==> src/rtl/pps_trig_pkg.sv <==
package pps_trig_pkg;
  typedef enum logic {DIV_IDLE, DIV_RUN} div_state_e;
endpackage

==> src/rtl/pps_edge_capture.sv <==
module pps_edge_capture #(
  parameter int CNT_W    = 32,
  parameter int NOMINAL  = 100_000_000,
  parameter int SYNC_LAT = 2
) (
  input  logic             clk_i,
  input  logic             rst_ni,
  input  logic             ref_i,
  output logic             rise_o,
  output logic [CNT_W-1:0] period_o,
  output logic             period_valid_o,
  output logic             ref_lost_o
);
  localparam int MISS  = NOMINAL + NOMINAL / 2;
  localparam int TOL   = NOMINAL / 100;
  localparam int GAP_W = $clog2(MISS + 1);
  localparam logic [CNT_W-1:0] LO_C  = CNT_W'(NOMINAL - TOL);
  localparam logic [CNT_W-1:0] HI_C  = CNT_W'(NOMINAL + TOL);
  localparam logic [CNT_W-1:0] LAT_C = CNT_W'(SYNC_LAT);
  localparam logic [GAP_W-1:0] MISS_C = GAP_W'(MISS);

  logic [2:0]       sync_q;
  logic [CNT_W-1:0] cnt_q, last_q, period_q, cap, diff;
  logic [GAP_W-1:0] gap_q;
  logic             have_prev_q, valid_q, lost, in_range;

  assign rise_o   = sync_q[1] & ~sync_q[2];
  assign cap      = cnt_q - LAT_C;   // common offset for all captures
  assign diff     = cap - last_q;    // modulo 2^CNT_W
  assign in_range = (diff >= LO_C) && (diff <= HI_C);
  assign lost     = (gap_q == MISS_C);

  always_ff @(posedge clk_i or negedge rst_ni) begin
    if (!rst_ni) begin
      sync_q      <= '0;
      cnt_q       <= '0;
      last_q      <= '0;
      period_q    <= '0;
      gap_q       <= '0;
      have_prev_q <= 1'b0;
      valid_q     <= 1'b0;
    end else begin
      sync_q  <= {sync_q[1:0], ref_i};
      cnt_q   <= cnt_q + 1'b1;
      valid_q <= 1'b0;
      if (rise_o) begin
        last_q      <= cap;
        gap_q       <= '0;
        have_prev_q <= 1'b1;
        if (have_prev_q && !lost && in_range) begin
          period_q <= diff;
          valid_q  <= 1'b1;
        end
      end else if (lost) begin
        have_prev_q <= 1'b0;
      end else begin
        gap_q <= gap_q + 1'b1;
      end
    end
  end

  assign period_o       = period_q;
  assign period_valid_o = valid_q;
  assign ref_lost_o     = lost;

  assert_valid_in_range_R4: assert property (@(posedge clk_i) disable iff (!rst_ni)
    period_valid_o |-> (period_o >= LO_C && period_o <= HI_C));
  assert_valid_not_lost_R3: assert property (@(posedge clk_i) disable iff (!rst_ni)
    period_valid_o |-> !ref_lost_o);
endmodule

==> src/rtl/pps_int_div.sv <==
module pps_int_div #(
  parameter int NUM_W = 32,
  parameter int DEN_W = 16
) (
  input  logic             clk_i,
  input  logic             rst_ni,
  input  logic             start_i,
  input  logic [NUM_W-1:0] num_i,
  input  logic [DEN_W-1:0] den_i,
  output logic             done_o,
  output logic [NUM_W-1:0] quo_o
);
  import pps_trig_pkg::*;
  localparam int STEP_W = $clog2(NUM_W + 1);
  localparam logic [STEP_W-1:0] LAST_C = STEP_W'(NUM_W - 1);

  div_state_e        state_q;
  logic [NUM_W-1:0]  quo_q;
  logic [DEN_W-1:0]  rem_q, den_q;
  logic [STEP_W-1:0] step_q;
  logic              done_q, ge;
  logic [DEN_W:0]    rem_sh, rem_nx;

  assign rem_sh = {rem_q, quo_q[NUM_W-1]};
  assign ge     = rem_sh >= {1'b0, den_q};
  assign rem_nx = ge ? rem_sh - {1'b0, den_q} : rem_sh;

  always_ff @(posedge clk_i or negedge rst_ni) begin
    if (!rst_ni) begin
      state_q <= DIV_IDLE;
      quo_q   <= '0;
      rem_q   <= '0;
      den_q   <= '0;
      step_q  <= '0;
      done_q  <= 1'b0;
    end else begin
      done_q <= 1'b0;
      if (state_q == DIV_IDLE) begin
        if (start_i && den_i != '0) begin
          state_q <= DIV_RUN;
          quo_q   <= num_i;
          rem_q   <= '0;
          den_q   <= den_i;
          step_q  <= '0;
        end
      end else begin
        rem_q  <= rem_nx[DEN_W-1:0];
        quo_q  <= {quo_q[NUM_W-2:0], ge};
        step_q <= step_q + 1'b1;
        if (step_q == LAST_C) begin
          state_q <= DIV_IDLE;
          done_q  <= 1'b1;
        end
      end
    end
  end

  assign done_o = done_q;
  assign quo_o  = quo_q;

  assert_div_nonzero_R6: assert property (@(posedge clk_i) disable iff (!rst_ni)
    (state_q == DIV_RUN) |-> (den_q != '0));
endmodule

==> src/rtl/pps_pulse_gen.sv <==
module pps_pulse_gen #(
  parameter int CNT_W    = 32,
  parameter int INIT_IVL = 100_000
) (
  input  logic             clk_i,
  input  logic             rst_ni,
  input  logic             restart_i,
  input  logic             upd_i,
  input  logic [CNT_W-1:0] upd_val_i,
  input  logic [CNT_W-1:0] width_i,
  output logic             sample_o
);
  localparam logic [CNT_W-1:0] INIT_C = CNT_W'(INIT_IVL);

  logic [CNT_W-1:0] phase_q, ivl_q, pend_q;
  logic             pend_v_q;

  always_ff @(posedge clk_i or negedge rst_ni) begin
    if (!rst_ni) begin
      phase_q  <= '0;
      ivl_q    <= INIT_C;
      pend_q   <= '0;
      pend_v_q <= 1'b0;
    end else begin
      if (restart_i) begin
        phase_q <= '0;
        if (pend_v_q) begin
          ivl_q    <= pend_q;
          pend_v_q <= 1'b0;
        end
      end else if (phase_q == ivl_q - 1'b1) begin
        phase_q <= '0;
      end else begin
        phase_q <= phase_q + 1'b1;
      end
      if (upd_i && upd_val_i != '0) begin
        pend_q   <= upd_val_i;
        pend_v_q <= 1'b1;
      end
    end
  end

  assign sample_o = phase_q < width_i;

  assert_ivl_at_edge_R5: assert property (@(posedge clk_i) disable iff (!rst_ni)
    !restart_i |=> $stable(ivl_q));
  assert_restart_phase_R7: assert property (@(posedge clk_i) disable iff (!rst_ni)
    restart_i |=> (phase_q == '0));
  assert_phase_bound_R9: assert property (@(posedge clk_i) disable iff (!rst_ni)
    phase_q < ivl_q);
endmodule

==> src/rtl/pps_sample_trigger.sv <==
module pps_sample_trigger #(
  parameter int CNT_W    = 32,
  parameter int NOMINAL  = 100_000_000,
  parameter int SPS_W    = 16,
  parameter int DEF_SPS  = 1000,
  parameter int SYNC_LAT = 2
) (
  input  logic             clk_i,
  input  logic             rst_ni,
  input  logic             ref_i,
  input  logic [SPS_W-1:0] sps_i,
  input  logic [CNT_W-1:0] width_i,
  output logic [CNT_W-1:0] period_o,
  output logic             period_valid_o,
  output logic             ref_lost_o,
  output logic             sample_o
);
  localparam int INIT_IVL = NOMINAL / DEF_SPS;

  logic             rise, div_done;
  logic [CNT_W-1:0] quo;

  pps_edge_capture #(.CNT_W(CNT_W), .NOMINAL(NOMINAL), .SYNC_LAT(SYNC_LAT)) u_cap (
    .clk_i, .rst_ni, .ref_i,
    .rise_o(rise), .period_o, .period_valid_o, .ref_lost_o
  );

  pps_int_div #(.NUM_W(CNT_W), .DEN_W(SPS_W)) u_div (
    .clk_i, .rst_ni,
    .start_i(period_valid_o), .num_i(period_o), .den_i(sps_i),
    .done_o(div_done), .quo_o(quo)
  );

  pps_pulse_gen #(.CNT_W(CNT_W), .INIT_IVL(INIT_IVL)) u_gen (
    .clk_i, .rst_ni,
    .restart_i(rise), .upd_i(div_done), .upd_val_i(quo),
    .width_i, .sample_o
  );
endmodule

==> config.mk <==
export PLATFORM = sky130hd
export DESIGN_NAME = pps_sample_trigger
export DESIGN_NICKNAME = d
export VERILOG_FILES = /design/src/rtl/pps_trig_pkg.sv /design/src/rtl/pps_edge_capture.sv /design/src/rtl/pps_int_div.sv /design/src/rtl/pps_pulse_gen.sv /design/src/rtl/pps_sample_trigger.sv
export SDC_FILE = /design/constraint.sdc
export NUM_CORES = 1
export LEC_CHECK = 0
export BUFFER_PORTS_ARGS = -buffer_cell sky130_fd_sc_hd__buf_4
export CORE_AREA = 4 4 202 204
export DETAILED_ROUTE_END_ITERATION = 12
export DIE_AREA = 0 0 206 208
export PLACE_DENSITY = 0.65
export SYNTH_ARGS = -nofsm -noshare
export SYNTH_HDL_FRONTEND = slang
export SYNTH_SLANG_ARGS = --single-unit
==> constraint.sdc <==
create_clock -name clk_i -period 7 [get_ports clk_i]
set_input_delay 0.35 -clock clk_i [delete_from_list [all_inputs] [get_ports clk_i]]
set_output_delay 0.35 -clock clk_i [all_outputs]
set_load 0.1 [all_outputs]
---- Yosys cells after proc, flatten, opt, wreduce, memory -nomap -nowiden ----
Cells that the tools add are included.
word-level totals
  flip-flop bits (word level) ............. 298
  bits of input ports ..................... 51
  output and inout bits ................... 35
  logic and storage cells ................. 72
operators by class
  add/subtract/negate cells ............... 8
  order comparisons ....................... 4
  equality and inequality tests ........... 4
  muxes and demuxes ....................... 22
  bitwise operators ....................... 3
  reduce and logical (&&, ||, !) cells .... 14
operators with widths
  operator                                                                                number
  32-bit two-way mux                                                                      4
  32-bit by 1-bit adder with 32-bit output (second input constant)                        2
  28-bit two-way mux                                                                      2
  16-bit two-way mux                                                                      3
  32-bit equality test                                                                    1
  32-bit by 27-bit greater-or-equal comparator with 1-bit output (second input constant)  1
  32-bit by 27-bit less-or-equal comparator with 1-bit output (second input constant)     1
  32-bit less-than comparator                                                             1
  32-bit nonzero test                                                                     1
  32-bit by 1-bit subtractor with 32-bit output (second input constant)                   1
  32-bit by 2-bit subtractor with 32-bit output (second input constant)                   1
  32-bit subtractor                                                                       1
  28-bit by 1-bit adder with 28-bit output (second input constant)                        1
  28-bit equality test (second input constant)                                            1
  17-bit by 16-bit greater-or-equal comparator with 1-bit output                          1
  16-bit nonzero test                                                                     1
  16-bit subtractor                                                                       1
  6-bit two-way mux                                                                       2
  1-bit two-way mux                                                                       11
  6-bit by 1-bit adder with 6-bit output (second input constant)                          1
  6-bit by 5-bit equality test with 1-bit output (second input constant)                  1
  2-bit AND reduction                                                                     3
  2-bit nonzero test                                                                      3
  1-bit logical AND                                                                       5
  other kinds (4)                                                                         5

---- Depth between registers and ports, before layout ----
  word-level depth ........................ 7
  mapped depth ............................ 23
  gate-level depth less buffers ........... 20

---- Hierarchy ----
From an unflattened synthesis, not the netlist that was laid out.
second synthesis, totals
  cell total of the unflattened synthesis .. 1934
  area total of the unflattened synthesis .. 18480.2 µm²
by module, submodules not included
  module            times used  cells an instance  area each (µm²)
  pps_edge_capture  1           893                8042.7
  pps_pulse_gen     1           580                6192.2
  pps_int_div       1           461                4245.3

---- Worst setup path after synthesis ----
OpenSTA, ideal clock, no wires.
  path type ............................... reg-to-reg
  from .................................... reg u_cap.cnt_q[7]
  to ...................................... reg u_cap.period_q[10] (netlist: u_cap.period_o[10])
  library setup time ...................... 0.126 ns
  arrival ................................. 5.164 ns
  required time ........................... 6.874 ns
  slack ................................... 1.710 ns
  stages on the path, launching flop included .. 21
  path buffers ............................ 3
  period minus slack after synthesis ...... 5.290 ns
  cell sequence ........................... dfrtp_1 -> buf_6 -> or4_4 -> nor4_4 -> nand2b_1 -> or3_1 -> xnor2_1 -> ha_1 -> clkbuf_1 -> a21oi_1 -> o21ai_1 -> nor3_1 -> a21o_1 -> a311oi_1 -> or4_1 -> or4_1 -> o221ai_1 -> a21oi_1 -> nor4_4 -> buf_6 -> mux2_2
on the way
  word-level cells in the longest chain between the ends .. 6
ends and longest elaborated chain
  what                                                                                                                                           line                    source
  start, declared                                                                                                                                pps_edge_capture.sv:23  logic [CNT_W-1:0] cnt_q, last_q, period_q, cap, diff;
  start signal, assigned                                                                                                                         pps_edge_capture.sv:44  cnt_q <= cnt_q + 1'b1;
  32-bit by 2-bit subtractor with 32-bit output (*)                                                                                              pps_edge_capture.sv:28  assign cap = cnt_q - LAT_C;
  named net u_cap.cap[16]                                                                                                                        pps_edge_capture.sv:23
  32-bit subtractor (*)                                                                                                                          pps_edge_capture.sv:29  assign diff = cap - last_q;
  32-bit by 27-bit greater-or-equal comparator with 1-bit output or 32-bit by 27-bit less-or-equal comparator with 1-bit output (tied branches)  pps_edge_capture.sv:30  assign in_range = (diff >= LO_C) && (diff <= HI_C);
  1-bit logical AND (*)                                                                                                                          pps_edge_capture.sv:30
  1-bit logical AND (*)                                                                                                                          pps_edge_capture.sv:50  if (have_prev_q && !lost && in_range) begin
  2-bit AND reduction (no source line) (*)                                                                                                       n/a
  end signal, assigned                                                                                                                           pps_edge_capture.sv:51  period_q <= diff;
  end, declared                                                                                                                                  pps_edge_capture.sv:23
The timed path passes the listed nets; every way through them passes the cells marked *.
A chain may end at the register's enable or synchronous reset.

---- Final worst setup path ----
  from .................................... reg u_cap.cnt_q[7]
  to ...................................... reg u_cap.period_q[12] (netlist: u_cap.period_o[12])
The elaborated chain is that of the path after synthesis.

==> results by group <==
CTS
  – Bufs on Longest Clock Path: 3
  – Inserted Clock Buffers: 34
  – Later-pin clock latency in the skew report: about 530 ps
  – Hold_buf cts: 2
  – Number of gates resized after cts: 0
  – Post-CTS Setup Inserts: 0
  – # H-tree levels: 2
  – Clock tree sinks: 298
  – Reg clk slew, reported paths: 60 ps
  – Clock root buffer: clkbuf_16
  – TritonCTS clock tree: yes

Pwr
  – Cell Pwr Density: 290 nW/µm²
  – Max VDD drop: 0.164 mV
  – Leak: 9.46 nW
  – Post-route total power: 5.71 mW

Timing
  – Final slew viol count: 0
  – Final Cycle Share: 0.828
  – Skew final: 25.6 ps
  – # setup viols final: 0
  – Hold Fails Final Rpt: 0
  – Sum of negative setup slack: 0 ps
  – Setup slack after layout: approximately 1200 ps
  – Max_slew headroom: 0.254
  – Final worst path period need: approximately 5800 ps
  – Slew @ Worst Pin: between 1000 and 1500 ps
  – RSZ-0062 raised after global routing: no
  – Max Clock Freq: 0.172 GHz

Job
  – Max cap viols: 0

Status
  – Status: finished clean

Finish
  – Diode count: 0
  – Nets: 2029
  – Fraction of layout cells with a size suffix above 1: 0.141
  – Area Overhead vs Synth: 13.3%
  – Fillers: 3657

Synth
  – Syn Inst Count: 1831
  – Seq/Total Area, Yosys: 0.430
  – YS warnings: 0
  – Synth Area per Inst: 9.48 µm²
  – Ys flop type: dfrtp_1
  – Cell taking the most area after synthesis: dfrtp_1
  – Synthesis-stage register bit count: 298
  – Most common cell in the synthesized netlist: dfrtp_1
  – Number of synthesized flops with an enable pin: 0
  – Share of the synthesized area in the top cell type: 0.421
  – Synth top area cells: dfrtp_1 42%, ha_1 6.2%, mux2_2 6.2%, xnor2_1 5.1%, xor2_1 4.4%
  – Asr flop ratio synth: 1.00
  – Post-synth top cells: 292 x dfrtp_1, 187 x nand2_1, 137 x nor2_1, 135 x o21ai_0, 113 x inv_1
  – Distinct cell type count after synthesis: 73
  – Post-Syn Nets: 1970
  – Cell Area, Synth: 17400 µm²

Placement
  – Final GP Congestion: between 0.8 and 0.9
  – I/O Buffers: 85
  – Dpl hpwl: 28100 µm
  – Worst slack at placement: between 1000 and 1500 ps

Route
  – DR vias/cell: 5.32
  – First drt pass iteration count: 5
  – Total wire length: 38300 µm
  – WL per Instance: roughly 16 µm
  – Via count: 13000
  – Drt initial violations: 685
  – DR DRC count: 0
  – Post-route antenna net violation count: 0

Floorplan
  – Die area: 42800 µm²
  – Row cnt: between 70 and 80
  – Core area: 39300 µm²
  – # IOs: 86
  – Die width: 206 µm
  – Die Span Y: 208 µm
  – Starting Density: 0.442

Setup path
  – CP Buf/Inv Count: 1
  – Critical path class: flip-flop to flip-flop
  – CP max stage cell: or4_4
  – Crit path launch type: flip-flop
  – Crit path required time: 7390 ps
  – Max FO, Critical Path: 33
  – Max incr delay on CP: 620 ps
  – Worst path cell trace: or4_4 > nor4_4 > nand2b_1 > or3_1 > xnor2_1 > ha_1 > a21oi_1 > o21ai_1 > nor3_1 > a21o_1 > a311oi_1 > or4_1 > or4_1 > o221ai_1 > a21oi_1 > nor4_4 > buf_4 > mux2_2
  – WP data arrival: 6190 ps
  – Kind of end point of the critical path: flip-flop
  – CP delay by family, top: simple AND/OR/NAND/NOR gates

GRT
  – Initial antenna violation count: 1
  – Global route overflow: 0
  – Vias in the first global route: 12800
  – All-Layer GR Usage: 0.180
  – Largest net degree at the start of global routing: 87
  – First-pass GRT wire length: 64800 µm

Min path
  – Worst Hold Class: primary input to flip-flop
==> metrics by stage <==
step,instance area (µm²),cells,hold WS (ps),utilization
after global routing,19700,2441,33.7,0.501
after detailed placement,18400,2377,343,0.470
after CTS,19700,2441,13.2,0.501
after global placement,18400,2377,334,0.470
after floorplan,17400,1831,54.4,-
final,19700,2441,30.4,0.501
==> path summary, 6_finish.rpt <==
check | startpoint | endpoint | slack, ps | cells past startpoint
setup / recovery | u_cap.cnt_q[7] | u_cap.period_o[12] | 1200 | 18
hold / removal | sps_i[2] | u_div.den_q[2] | 30 | 3
setup reg to reg | u_cap.cnt_q[7] | u_cap.period_o[12] | 1200 | 18
hold reg to reg | u_cap.sync_q[0] | u_cap.sync_q[1] | 350 | 0
max in group asynchronous | rst_ni | u_cap.last_q[11] | 5140 | 3
min in group asynchronous | rst_ni | u_gen.phase_q[21] | 380 | 2
==> per-layer routing <==
layer | vias up | share of wire | GRT usage
met5 | - | 0 | 0
met4 | 0 | 0.024 | 0.0491
met3 | 54 | 0.034 | 0.0243
met2 | 161 | 0.47 | 0.294
met1 | 6258 | 0.47 | 0.253
li1 | 6504 | - | -
==> where the power goes <==
part           internal [mW]  switching, mW
Clock                   1.18          0.721
Combinational          0.573           1.03
Sequential              1.97          0.247
==> flip-flops by register name, indices dropped and copies added (netlist names), 3 cells and up <==
register        flops
u_gen.ivl_q        32
u_cap.gap_q        28
u_cap.period_o     32
u_div.den_q        16
u_cap.cnt_q        32
u_gen.phase_q      32
u_div.rem_q        16
u_cap.sync_q        3
u_cap.last_q       32
u_div.step_q        6
u_div.quo_o        32
u_gen.pend_q       32
==> worst min-delay path, cell delays in order <==
cell and delay (ps):
buf_4 80, nand2_1 40, o21ai_0 50
==> logic make-up (layout without fill, tap and decap cells) <==
family	after synthesis	count (layout)	share of synthesized area
AND/OR/NAND/NOR	621	621	0.175
AO/OA/AOI/OAI	315	315	0.109
flip-flops	298	298	0.430
XOR/XNOR	188	188	0.0948
buffers and inverters	187	272	0.0422
multiplexers	134	134	0.0841
adder cells (fa/ha/maj)	88	88	0.0643
==> area by class of cell <==
type | count | area, µm² | area share
Clock inverter | 12 | 219 | 0.0111
Sequential cell | 298 | 7470 | 0.379
Tap cell | 525 | 657 | 0.0334
Multi-Input combinational cell | 1346 | 9180 | 0.467
Inverter | 113 | 424 | 0.0216
Clock buffer | 50 | 992 | 0.0504
Timing Repair Buffer | 97 | 741 | 0.0376
==> cells in the final DEF (no fill, tap or decap), drive strengths merged, types with 5 or more instances in the layout <==
cell type / synthesis / routed
a211oi: 7 / 7
a21o: 22 / 22
a21oi: 65 / 65
a22o: 10 / 10
a31oi: 9 / 9
and2: 7 / 7
and3: 24 / 24
buf: 15 / 95
bufinv: 0 / 5
clkbuf: 59 / 50
clkinv: 0 / 6
dfrtp: 292 / 292
dfstp: 6 / 6
ha: 86 / 86
inv: 113 / 114
mux2: 96 / 96
mux2i: 38 / 38
nand2: 187 / 187
nand2b: 18 / 18
nand3: 65 / 65
nand4: 35 / 35
nor2: 137 / 137
nor2b: 25 / 25
nor3: 36 / 36
nor4: 31 / 31
o211ai: 12 / 12
o21ai: 140 / 140
o22ai: 6 / 6
o31ai: 7 / 7
or2: 11 / 11
or3: 19 / 19
or4: 8 / 8
xnor2: 101 / 101
xor2: 87 / 87
Note: power is estimated with default switching activity, not from simulation.
